[src/rtl/lmd_pkg.sv]
// Shared constants and types of the legacy memory region decoder.
package lmd_pkg;

    typedef enum logic [1:0] {
        TGT_RAM    = 2'd0,
        TGT_OPTROM = 2'd1,
        TGT_VIDEO  = 2'd2,
        TGT_IDROM  = 2'd3
    } lmd_target_e;

    // Fixed region boundaries of the real-mode map
    localparam logic [31:0] OPTROM_BASE = 32'h000C_0000;
    localparam logic [31:0] GAP_END     = 32'h000D_0000;
    localparam logic [31:0] VIDEO_BASE  = 32'h000A_0000;
    localparam logic [31:0] VIDEO_LAST  = 32'h000B_FFFF;
    localparam logic [31:0] ID_BASE     = 32'h000F_FFF5;
    localparam logic [31:0] ID_LAST     = 32'h000F_FFFF;

    // Identification content: 8 date characters, terminator, model, submodel
    localparam logic [63:0] DATE_TEXT   = "08/14/99";
    localparam int          DATE_LEN    = 8;

endpackage

[src/rtl/lmd_region_class.sv]
// Region classifier: pure combinational decode of one address into a
// target, an offset and the gap/overrun/suppress qualifiers.
// Assumes rom_limit >= VIDEO_LAST so the gap never covers the video window.
module lmd_region_class
    import lmd_pkg::*;
#(
    parameter int ADDR_W = 32
) (
    input  logic [ADDR_W-1:0] addr,
    input  logic [ADDR_W-1:0] rom_limit,
    input  logic [ADDR_W-1:0] ram_size,
    input  logic              vga_emulate,
    output lmd_target_e       target,
    output logic [ADDR_W-1:0] offset,
    output logic              in_gap,
    output logic              overrun,
    output logic              suppress
);

    localparam logic [ADDR_W-1:0] OR_BASE = ADDR_W'(OPTROM_BASE);
    localparam logic [ADDR_W-1:0] G_END   = ADDR_W'(GAP_END);
    localparam logic [ADDR_W-1:0] V_BASE  = ADDR_W'(VIDEO_BASE);
    localparam logic [ADDR_W-1:0] V_LAST  = ADDR_W'(VIDEO_LAST);
    localparam logic [ADDR_W-1:0] I_BASE  = ADDR_W'(ID_BASE);
    localparam logic [ADDR_W-1:0] I_LAST  = ADDR_W'(ID_LAST);

    // Priority chain: option ROM, gap, video, identification, RAM
    always_comb begin
        target   = TGT_RAM;
        offset   = '0;
        in_gap   = 1'b0;
        overrun  = 1'b0;
        suppress = 1'b0;
        if (addr >= OR_BASE && addr <= rom_limit) begin
            target = TGT_OPTROM;
            offset = addr - OR_BASE;
        end else if (addr > rom_limit && addr < G_END) begin
            in_gap = 1'b1;
        end else if (addr >= V_BASE && addr <= V_LAST) begin
            target   = TGT_VIDEO;
            offset   = addr - V_BASE;
            suppress = vga_emulate;
        end else if (addr >= I_BASE && addr <= I_LAST) begin
            target = TGT_IDROM;
            offset = addr - I_BASE;
        end else if (addr >= ram_size) begin
            overrun = 1'b1;
        end else begin
            offset = addr;
        end
    end

endmodule

[src/rtl/lmd_lane_mask.sv]
// Lane-enable generator: turns the size code into one enable per byte lane.
// Assumes LANES is 4 (dword bus); size code 3 enables every lane.
module lmd_lane_mask #(
    parameter int LANES = 4
) (
    input  logic [1:0]       size,
    output logic [LANES-1:0] be
);

    localparam int CNT_W = $clog2(LANES + 1);

    logic [CNT_W-1:0] n_bytes;

    // Number of bytes the access covers
    always_comb begin
        case (size)
            2'd0:    n_bytes = CNT_W'(1);
            2'd1:    n_bytes = CNT_W'(2);
            default: n_bytes = CNT_W'(LANES);
        endcase
    end

    for (genvar k = 0; k < LANES; k++) begin : g_lane
        assign be[k] = (CNT_W'(k) < n_bytes);
    end

endmodule

[src/rtl/lmd_id_rom.sv]
// Identification ROM: returns the built-in date, model and submodel bytes
// for each enabled lane, little-endian from the request address upward.
// Lanes outside the identification range read zero.
module lmd_id_rom
    import lmd_pkg::*;
#(
    parameter int         ADDR_W   = 32,
    parameter int         LANES    = 4,
    parameter logic [7:0] MODEL    = 8'hFC,
    parameter logic [7:0] SUBMODEL = 8'h00
) (
    input  logic [ADDR_W-1:0]  addr,
    input  logic [LANES-1:0]   be,
    output logic [8*LANES-1:0] data
);

    localparam logic [ADDR_W-1:0] I_BASE = ADDR_W'(ID_BASE);
    localparam logic [ADDR_W-1:0] I_LAST = ADDR_W'(ID_LAST);

    function automatic logic [7:0] id_byte(input logic [ADDR_W-1:0] a);
        logic [ADDR_W-1:0] idx;
        logic [7:0]        res;
        idx = a - I_BASE;
        res = 8'h00;
        if (a >= I_BASE && a <= I_LAST) begin
            if (idx < ADDR_W'(DATE_LEN))
                res = DATE_TEXT[(DATE_LEN - 1 - int'(idx[3:0])) * 8 +: 8];
            else if (idx == ADDR_W'(DATE_LEN + 1))
                res = MODEL;
            else if (idx == ADDR_W'(DATE_LEN + 2))
                res = SUBMODEL;
        end
        return res;
    endfunction

    for (genvar k = 0; k < LANES; k++) begin : g_lane
        // Byte for lane k comes from address + k
        always_comb begin
            data[8*k +: 8] = be[k] ? id_byte(addr + ADDR_W'(k)) : 8'h00;
        end
    end

endmodule

[src/rtl/lmd_top.sv]
// Legacy memory region decoder top: classifies each request, derives lane
// enables and local read data, and registers the result one cycle after the
// request strobe. Holds the sticky halt flag. Synchronous active-low reset.
module lmd_top
    import lmd_pkg::*;
#(
    parameter int         ADDR_W   = 32,
    parameter int         DATA_W   = 32,
    parameter logic [7:0] MODEL    = 8'hFC,
    parameter logic [7:0] SUBMODEL = 8'h00
) (
    input  logic                clk,
    input  logic                rst_n,
    input  logic                req_valid,
    input  logic                req_write,
    input  logic [1:0]          req_size,
    input  logic [ADDR_W-1:0]   req_addr,
    input  logic [DATA_W-1:0]   req_wdata,
    input  logic [ADDR_W-1:0]   rom_limit,
    input  logic [ADDR_W-1:0]   ram_size,
    input  logic                vga_emulate,
    output logic                rsp_valid,
    output logic [1:0]          rsp_target,
    output logic [ADDR_W-1:0]   rsp_offset,
    output logic [DATA_W/8-1:0] rsp_be,
    output logic                rsp_wr_en,
    output logic [DATA_W-1:0]   rsp_wdata,
    output logic                rsp_local,
    output logic [DATA_W-1:0]   rsp_rdata,
    output logic                rsp_gap,
    output logic                halt
);

    localparam int LANES = DATA_W / 8;

    lmd_target_e         c_target;
    logic [ADDR_W-1:0]   c_offset;
    logic                c_gap;
    logic                c_overrun;
    logic                c_suppress;
    logic [LANES-1:0]    c_be;
    logic [DATA_W-1:0]   c_id_data;
    logic                c_local;
    logic                c_wr_en;
    logic [DATA_W-1:0]   c_rdata;

    lmd_region_class #(.ADDR_W(ADDR_W)) u_class (
        .addr        (req_addr),
        .rom_limit   (rom_limit),
        .ram_size    (ram_size),
        .vga_emulate (vga_emulate),
        .target      (c_target),
        .offset      (c_offset),
        .in_gap      (c_gap),
        .overrun     (c_overrun),
        .suppress    (c_suppress)
    );

    lmd_lane_mask #(.LANES(LANES)) u_lanes (
        .size (req_size),
        .be   (c_be)
    );

    lmd_id_rom #(
        .ADDR_W   (ADDR_W),
        .LANES    (LANES),
        .MODEL    (MODEL),
        .SUBMODEL (SUBMODEL)
    ) u_id (
        .addr (req_addr),
        .be   (c_be),
        .data (c_id_data)
    );

    // Local read data and write permission for the current request
    always_comb begin
        c_local = c_suppress || (c_target == TGT_IDROM);
        c_wr_en = req_write && !c_local;
        c_rdata = (c_target == TGT_IDROM) ? c_id_data : '0;
    end

    // Response register, loaded on each request strobe
    always_ff @(posedge clk) begin
        if (!rst_n) begin
            rsp_valid  <= 1'b0;
            rsp_target <= 2'd0;
            rsp_offset <= '0;
            rsp_be     <= '0;
            rsp_wr_en  <= 1'b0;
            rsp_wdata  <= '0;
            rsp_local  <= 1'b0;
            rsp_rdata  <= '0;
            rsp_gap    <= 1'b0;
        end else begin
            rsp_valid <= req_valid;
            if (req_valid) begin
                rsp_target <= c_target;
                rsp_offset <= c_offset;
                rsp_be     <= c_be;
                rsp_wr_en  <= c_wr_en;
                rsp_wdata  <= req_wdata;
                rsp_local  <= c_local;
                rsp_rdata  <= c_rdata;
                rsp_gap    <= c_gap;
            end
        end
    end

    // Sticky halt flag, set by any out-of-range RAM request
    always_ff @(posedge clk) begin
        if (!rst_n)
            halt <= 1'b0;
        else if (req_valid && c_overrun)
            halt <= 1'b1;
    end

endmodule

[config.mk]
export PLATFORM = sky130hd
export DESIGN_NAME = lmd_top
export DESIGN_NICKNAME = d
export VERILOG_FILES = /design/src/rtl/lmd_pkg.sv /design/src/rtl/lmd_region_class.sv /design/src/rtl/lmd_lane_mask.sv /design/src/rtl/lmd_id_rom.sv /design/src/rtl/lmd_top.sv
export SDC_FILE = /design/constraint.sdc
export NUM_CORES = 1
export LEC_CHECK = 0
export ABC_AREA = 1
export ABC_CLOCK_PERIOD_IN_PS = 3510
export BUFFER_PORTS_ARGS = -buffer_cell sky130_fd_sc_hd__buf_2
export CAP_MARGIN = 20
export CORE_MARGIN = 2
export CORE_UTILIZATION = 30
export DETAILED_ROUTE_END_ITERATION = 10
export GPL_TIMING_DRIVEN = 0
export HOLD_SLACK_MARGIN = 0.12
export PLACE_DENSITY = 0.54
export SLEW_MARGIN = 20
export SYNTH_ARGS = -nofsm -noshare
export SYNTH_HDL_FRONTEND = slang
export SYNTH_SLANG_ARGS = --single-unit
[constraint.sdc]
create_clock -name clk -period 3.51 [get_ports clk]
set_clock_uncertainty 0.2 [all_clocks]
set_input_delay 0.1755 -clock clk [delete_from_list [all_inputs] [get_ports clk]]
set_output_delay 0.1755 -clock clk [all_outputs]
set_load 0.02 [all_outputs]
Word-level counts from Yosys, hierarchy flattened
Index checks and enable logic that the tools add are counted.
{ "totals": {"ff_bits": 107, "in_bits": 135, "output_inout_bits": 107, "word_cells": 105} }
{ "op_classes": {"n_addsub": 13, "magnitude_cmp": 23, "eq_ne": 6, "shift": 4, "n_mux": 37, "n_reduce_logical": 12} }
{ "ops": {"columns": ["operator", "count"], "rows": [
  ["$shiftx A64 B32 Y8 const A", 4],
  ["$ge A32 B20 Y1 const B", 6],
  ["$mux W32", 6],
  ["$sub A32 B20 Y32 const B", 6],
  ["$le A32 B20 Y1 const B", 5],
  ["$eq A32 B4 Y1 const B", 4],
  ["$lt A32 B4 Y1 const B", 4],
  ["$mux W8", 16],
  ["$add A32 B2 Y32 const B", 2],
  ["$add A32 B1 Y32 const B", 1],
  ["$ge A32 B32 Y1", 1],
  ["$gt A32 B32 Y1", 1],
  ["$le A32 B32 Y1", 1],
  ["$lt A32 B20 Y1 const B", 1],
  ["$sub A3 B4 Y5 const A", 4],
  ["$mux W1", 10],
  ["$logic_and A1 B1 Y1", 9],
  ["$mux W2", 4],
  ["$lt A1 B3 Y1 const A", 2],
  ["$lt A2 B3 Y1 const A", 2],
  ["$pmux W3 S2", 1],
  ["$eq A2 B1 Y1 const B", 1],
  ["$eq A2 B2 Y1 const B", 1],
  ["$logic_not A2 Y1", 1],
  ["2 further kinds", 2]
]} }

Logic depth before layout (Yosys ltp)
{ "depth": {"depth_word": 10, "ltp_mapped": 25, "ltp_nobuf": 24} }

Cells and area by module
A second synthesis with hierarchy kept.
{ "unflattened": {"cells_unflattened": 2496, "area_unflattened_um2": 13848.3} }
{ "by_module_without_submodules": {"columns": ["module", "n_inst", "cells_each", "area_per_inst_um2", "seq_area_each_um2"], "rows": [
  ["lmd_id_rom", 1, 1351, 6552.5, 0.0],
  ["lmd_top", 1, 464, 3633.5, 2142.1],
  ["lmd_region_class", 1, 672, 3616.0, 0.0],
  ["lmd_lane_mask", 1, 9, 46.3, 0.0]
]} }

Worst setup path before layout
No wires, ideal clock.
{ "synth_timing": {"path_type": "input port to flip-flop", "start": "input port req_addr[0]", "end": "register rsp_rdata[26]", "setup_ns": 0.132, "arrival_ns": 2.760, "t_required_ns": 3.178, "path_slack_ns": 0.417, "stages": 24, "n_path_buf": 1, "path_cell_list": "buf_2 > inv_1 > ha_1 > inv_1 > nor2_1 > nor2_2 > nand2_1 > nand2_1 > nand2_1 > inv_1 > nand2_1 > nor2_4 > nand2_2 > nor2_4 > nand3_1 > nand2_1 > nand2_1 > nor2_1 > nand3_1 > nor2_1 > and2_1 > nand3_1 > nand2_1 > a21oi_1"} }
{ "synth_between": {"elab_chain_cells": 8, "elab_cells_between_ends": 31, "classes_between": "add/sub (3); order compare (11); eq/ne (2); shift (1); mux (9); reduce/logical (5)"} }
{ "synth_rtl": {"columns": ["item", "line_no", "source"], "rows": [
  ["start, declared", "lmd_top.sv:17", "input logic [ADDR_W-1:0] req_addr,"],
  ["$add A32 B2 Y32 (tied with other cells)", "lmd_id_rom.sv:39", "data[8*k +: 8] = be[k] ? id_byte(addr + ADDR_W'(k)) : 8'h00;"],
  ["$sub A32 B20 Y32 or $logic_and A1 B1 Y1 (tied branches)", "lmd_id_rom.sv:23, lmd_region_class.sv:43", null],
  ["$sub A3 B4 Y5 (tied with other cells)", "lmd_id_rom.sv:27", "res = DATE_TEXT[(DATE_LEN - 1 - int'(idx[3:0])) * 8 +: 8];"],
  ["$shiftx A64 B32 Y8 (tied with other cells)", "lmd_id_rom.sv:27", null],
  ["$mux W8 or $mux W2 (tied branches)", "lmd_id_rom.sv:26, lmd_region_class.sv:37", null],
  ["$mux W8 or $mux W2 (tied branches)", "lmd_id_rom.sv:25, lmd_region_class.sv:34", null],
  ["$mux W8 or $eq A2 B2 Y1 (tied branches)", "lmd_id_rom.sv:39, lmd_top.sv:79", null],
  ["$mux W32 *", "lmd_top.sv:79", "c_rdata = (c_target == TGT_IDROM) ? c_id_data : '0;"],
  ["end signal, assigned", "lmd_top.sv:103", "rsp_rdata <= c_rdata;"],
  ["end, declared", "lmd_top.sv:29", "output logic [DATA_W-1:0] rsp_rdata,"]
]} }
Mark *: on every way between the ends. The rest lies on a longest branch, timed or not.
A chain may end at the register's enable or synchronous reset.

Final worst setup path
{ "layout_timing": {"start": "input port req_addr[0]", "end": "register rsp_rdata[16]"} }
{ "layout_between": {"elab_chain_cells": 8, "elab_cells_between_ends": 29, "classes_between": "add/sub (3); order compare (11); eq/ne (1); shift (1); mux (8); reduce/logical (5)"} }
{ "layout_rtl": {"columns": ["item", "line_no"], "rows": [
  ["$add A32 B2 Y32 (tied with other cells)", "lmd_id_rom.sv:39"],
  ["$sub A32 B20 Y32 or $logic_and A1 B1 Y1 (tied branches)", "lmd_id_rom.sv:23, lmd_region_class.sv:43"],
  ["$sub A3 B4 Y5 or $mux W2 (tied branches)", "lmd_id_rom.sv:27, lmd_region_class.sv:43"],
  ["$shiftx A64 B32 Y8 or $mux W2 (tied branches)", "lmd_id_rom.sv:27, lmd_region_class.sv:39"],
  ["$mux W8 or $mux W2 (tied branches)", "lmd_id_rom.sv:26, lmd_region_class.sv:37"],
  ["$mux W8 or $mux W2 (tied branches)", "lmd_id_rom.sv:25, lmd_region_class.sv:34"],
  ["$mux W8 or $eq A2 B2 Y1 (tied branches)", "lmd_id_rom.sv:39, lmd_top.sv:79"],
  ["$mux W32 *", "lmd_top.sv:79"]
]} }
Marks and branches as above.

==> flow_summary.json <==
{
  "outcome": "complete, no violations",
  "grt_use_met2_pct": 44.3,
  "synth_edf_count": 0,
  "clk_pin_slew_ns": 0.07,
  "root_buffer": "clkbuf_16",
  "finalSetupViolations": 0,
  "finalMaxSlewViolations": 0,
  "grt_pass1_wl_mm": 93.5,
  "start_util_pct": 30.4,
  "gp_congestion": 1.02,
  "synth_cell_types": 54,
  "n_antenna_cell": 0,
  "syn_inst": 2325,
  "crit_path_end_kind": "flip-flop",
  "drive_gt1_share_pct": 21.1,
  "ys_warn_count": 0,
  "fp.dieH_um": 216,
  "rows": 77,
  "syn_to_final_growth_pct": 23.4,
  "critical_path_required_ns": 3.60,
  "wirelength_mm": 61.8,
  "dp_cells": 3159,
  "critPathArrivalTime_ns": 3.41,
  "final_nets": 2850,
  "grt.met3_usage_pct": 2.58,
  "worstHoldPathType": "primary input to flip-flop",
  "clock-sinks": 103,
  "numCtsBuffers": 9,
  "slew_headroom_pct": 36.0,
  "synth_nets": 2540,
  "crit_fanout": 10,
  "ys_seq_area_share_pct": 15.3,
  "post-route-min-period_ns": 3.31,
  "finish.utilization_pct": 37.6,
  "crit_path_start_kind": "primary input",
  "io_buffers": 241,
  "cts_tree": "done",
  "cellPowerDensity_nw_per_um2": 226,
  "final_cells": 3232,
  "track_usage_pct": 26.0,
  "syn_area_um2": 13500,
  "grt_overflow": 0,
  "p_leak_nw": 8.21,
  "cts_max_level": 3,
  "hpwl_mm": 51.7,
  "use_met1_pct": 34.0,
  "dr.pass1.iters": 5,
  "grt_max_degree": 19,
  "routedWlPerCell_um": 19.1,
  "fmax_mhz": 302,
  "cts_buffer_depth": 2,
  "maxCapViolCount": 0,
  "synth_top_area_cell": "nand2_1",
  "die_x_um": 216,
  "ir_drop_v": 0.000254,
  "synth_area_per_cell_um2": 5.80,
  "synth_ff_type": "dfxtp_1",
  "netlist.area_leader.share_pct": 18.2,
  "setup_slack_ns": 0.199,
  "preCtsSetupSlack_ns": -1.61,
  "via_per_inst": 5.07,
  "drt-initial-drc-count": 1289,
  "grt_pass1_vias": 15741,
  "top_usage_layer": "met2",
  "hold_viol_final": 0,
  "synth_seq_cells": 103,
  "worst_pin_slew_ns": 0.955,
  "antenna_found_initial": 0,
  "core_um2": 44300,
  "crit_type": "primary input to flip-flop",
  "synthTopCellsByArea": "nand2_1, dfxtp_1, nor2_1",
  "period_share_pct": 94.3,
  "ioPinCount": 242,
  "vias": 16398,
  "drc": 0,
  "clk_latency_ns": 0.34,
  "synthArstFlopShare_pct": 0,
  "dieArea_um2": 46700,
  "drt.antenna.violating_nets": 0
}
metrics by stage:
stage | hold slack [ns] | instance area [um^2] | setup TNS [ns] | power (mW)
after floorplan | 0.110 | 13500 | 0 | 2.18
after global placement | 0.200 | 15400 | -62.77 | 2.69
after detailed placement | 0.207 | 15400 | -57.89 | 2.71
after CTS | 0.125 | 16300 | 0 | 3.73
after global routing | 0.147 | 16600 | -0.0354 | 3.98
final | 0.112 | 16600 | 0 | 3.76
synth_stat cells, drive strengths merged (2+ instances only):
library cell  instances
a211oi                4
a21oi                88
a221oi                2
a31oi                26
and2                  3
and3                  2
buf                  28
clkbuf               35
clkinv                8
dfxtp               103
ha                   80
inv                 290
nand2               710
nand3               178
nand3b               13
nand4                47
nor2                410
nor3                 29
nor4                  7
o2111ai               9
o211ai                9
o21a                  4
o21ai               142
o21bai                3
o221ai                2
or2                   4
xnor2                 5
xor2                 77
worst paths after layout:
kind	from	end	slack (ns)	cells past startpoint
worst min register to register	rsp_offset[10]	rsp_offset[10]	0.27	2
worst max register to register	rsp_offset[3]	rsp_offset[3]	2.58	2
worst min-delay path	vga_emulate	rsp_local	0.11	5
worst max-delay path	req_addr[0]	rsp_rdata[16]	0.20	25
power breakdown:
| group | switching, mW | internal, mW | total (mW) |
|---|---|---|---|
| registers | 0.0307 | 1.23 | 1.26 |
| logic | 1.05 | 0.475 | 1.53 |
| clock network | 0.457 | 0.509 | 0.967 |
| total | 1.54 | 2.21 | 3.76 |
what timing repair did:
item                                   CTS  global route
setup endpoints to repair               61            44
setup buffers                           10            10
resized for setup                       41            59
pin swaps                                5            20
hold buffers                            37             0
endpoints found under the hold margin   37             0
worst max-delay path, cell delays in order:
cell and delay [ns]:
buf_6 0.13, buf_12 0.16, clkinvlp_4 0.14, buf_4 0.19, buf_4 0.19, ha_1 0.23, nor2_1 0.11, nor2_1 0.08
nor2_1 0.14, nand2_2 0.09, nor2_4 0.13, nand3_4 0.11, nor2_4 0.19, nand2_4 0.09, nand2_2 0.09, nand2_1 0.06
nor2_1 0.09, nand2_1 0.08, nor2_2 0.12, nand3_2 0.11, nor2_4 0.14, buf_12 0.14, nand3_2 0.08, nor2_1 0.18
o21a_1 0.13
final cells by class:
class	instances	area (um^2)
well taps	592	741
plain buffers	63	359
repair buffers	299	1760
fillers	4920	27700
clock inverters	6	50.0
clock buffers	10	239
multi-input cells	1861	10300
flip-flops and latches	103	2060
inverters	298	1130
state kept, by name, indices dropped and copies added (netlist names):
name and count:
halt 1, rsp_valid 1, rsp_target 2, rsp_local 1, rsp_wr_en 1, rsp_be 4, rsp_wdata 32, rsp_offset 32
rsp_gap 1, rsp_rdata 28
logic make-up after synthesis:
kind of cell	after synthesis	synth area share, %
simple gates	1404	48.4
buf+inv	361	10.8
compound gates	295	12.2
flops	103	15.3
xor+xnor	82	5.88
fa+ha+maj	80	7.42
cells in the final DEF, fill, tap and decap left out, types with 65 or more instances in the layout:
cell type,instances
nor2_1,309
a21oi_1,86
dfxtp_1,103
ha_1,77
o21ai_0,126
inv_1,260
xor2_1,65
buf_2,243
nand2_1,639
nand3_1,163
layer usage:
metal	part of all wire [%]	routed length [um]
met4	3.9	2380
met3	6.1	3740
met1	45	27700
met5	0	0
met2	45	27900
Note: power is estimated with default switching activity, not from simulation.
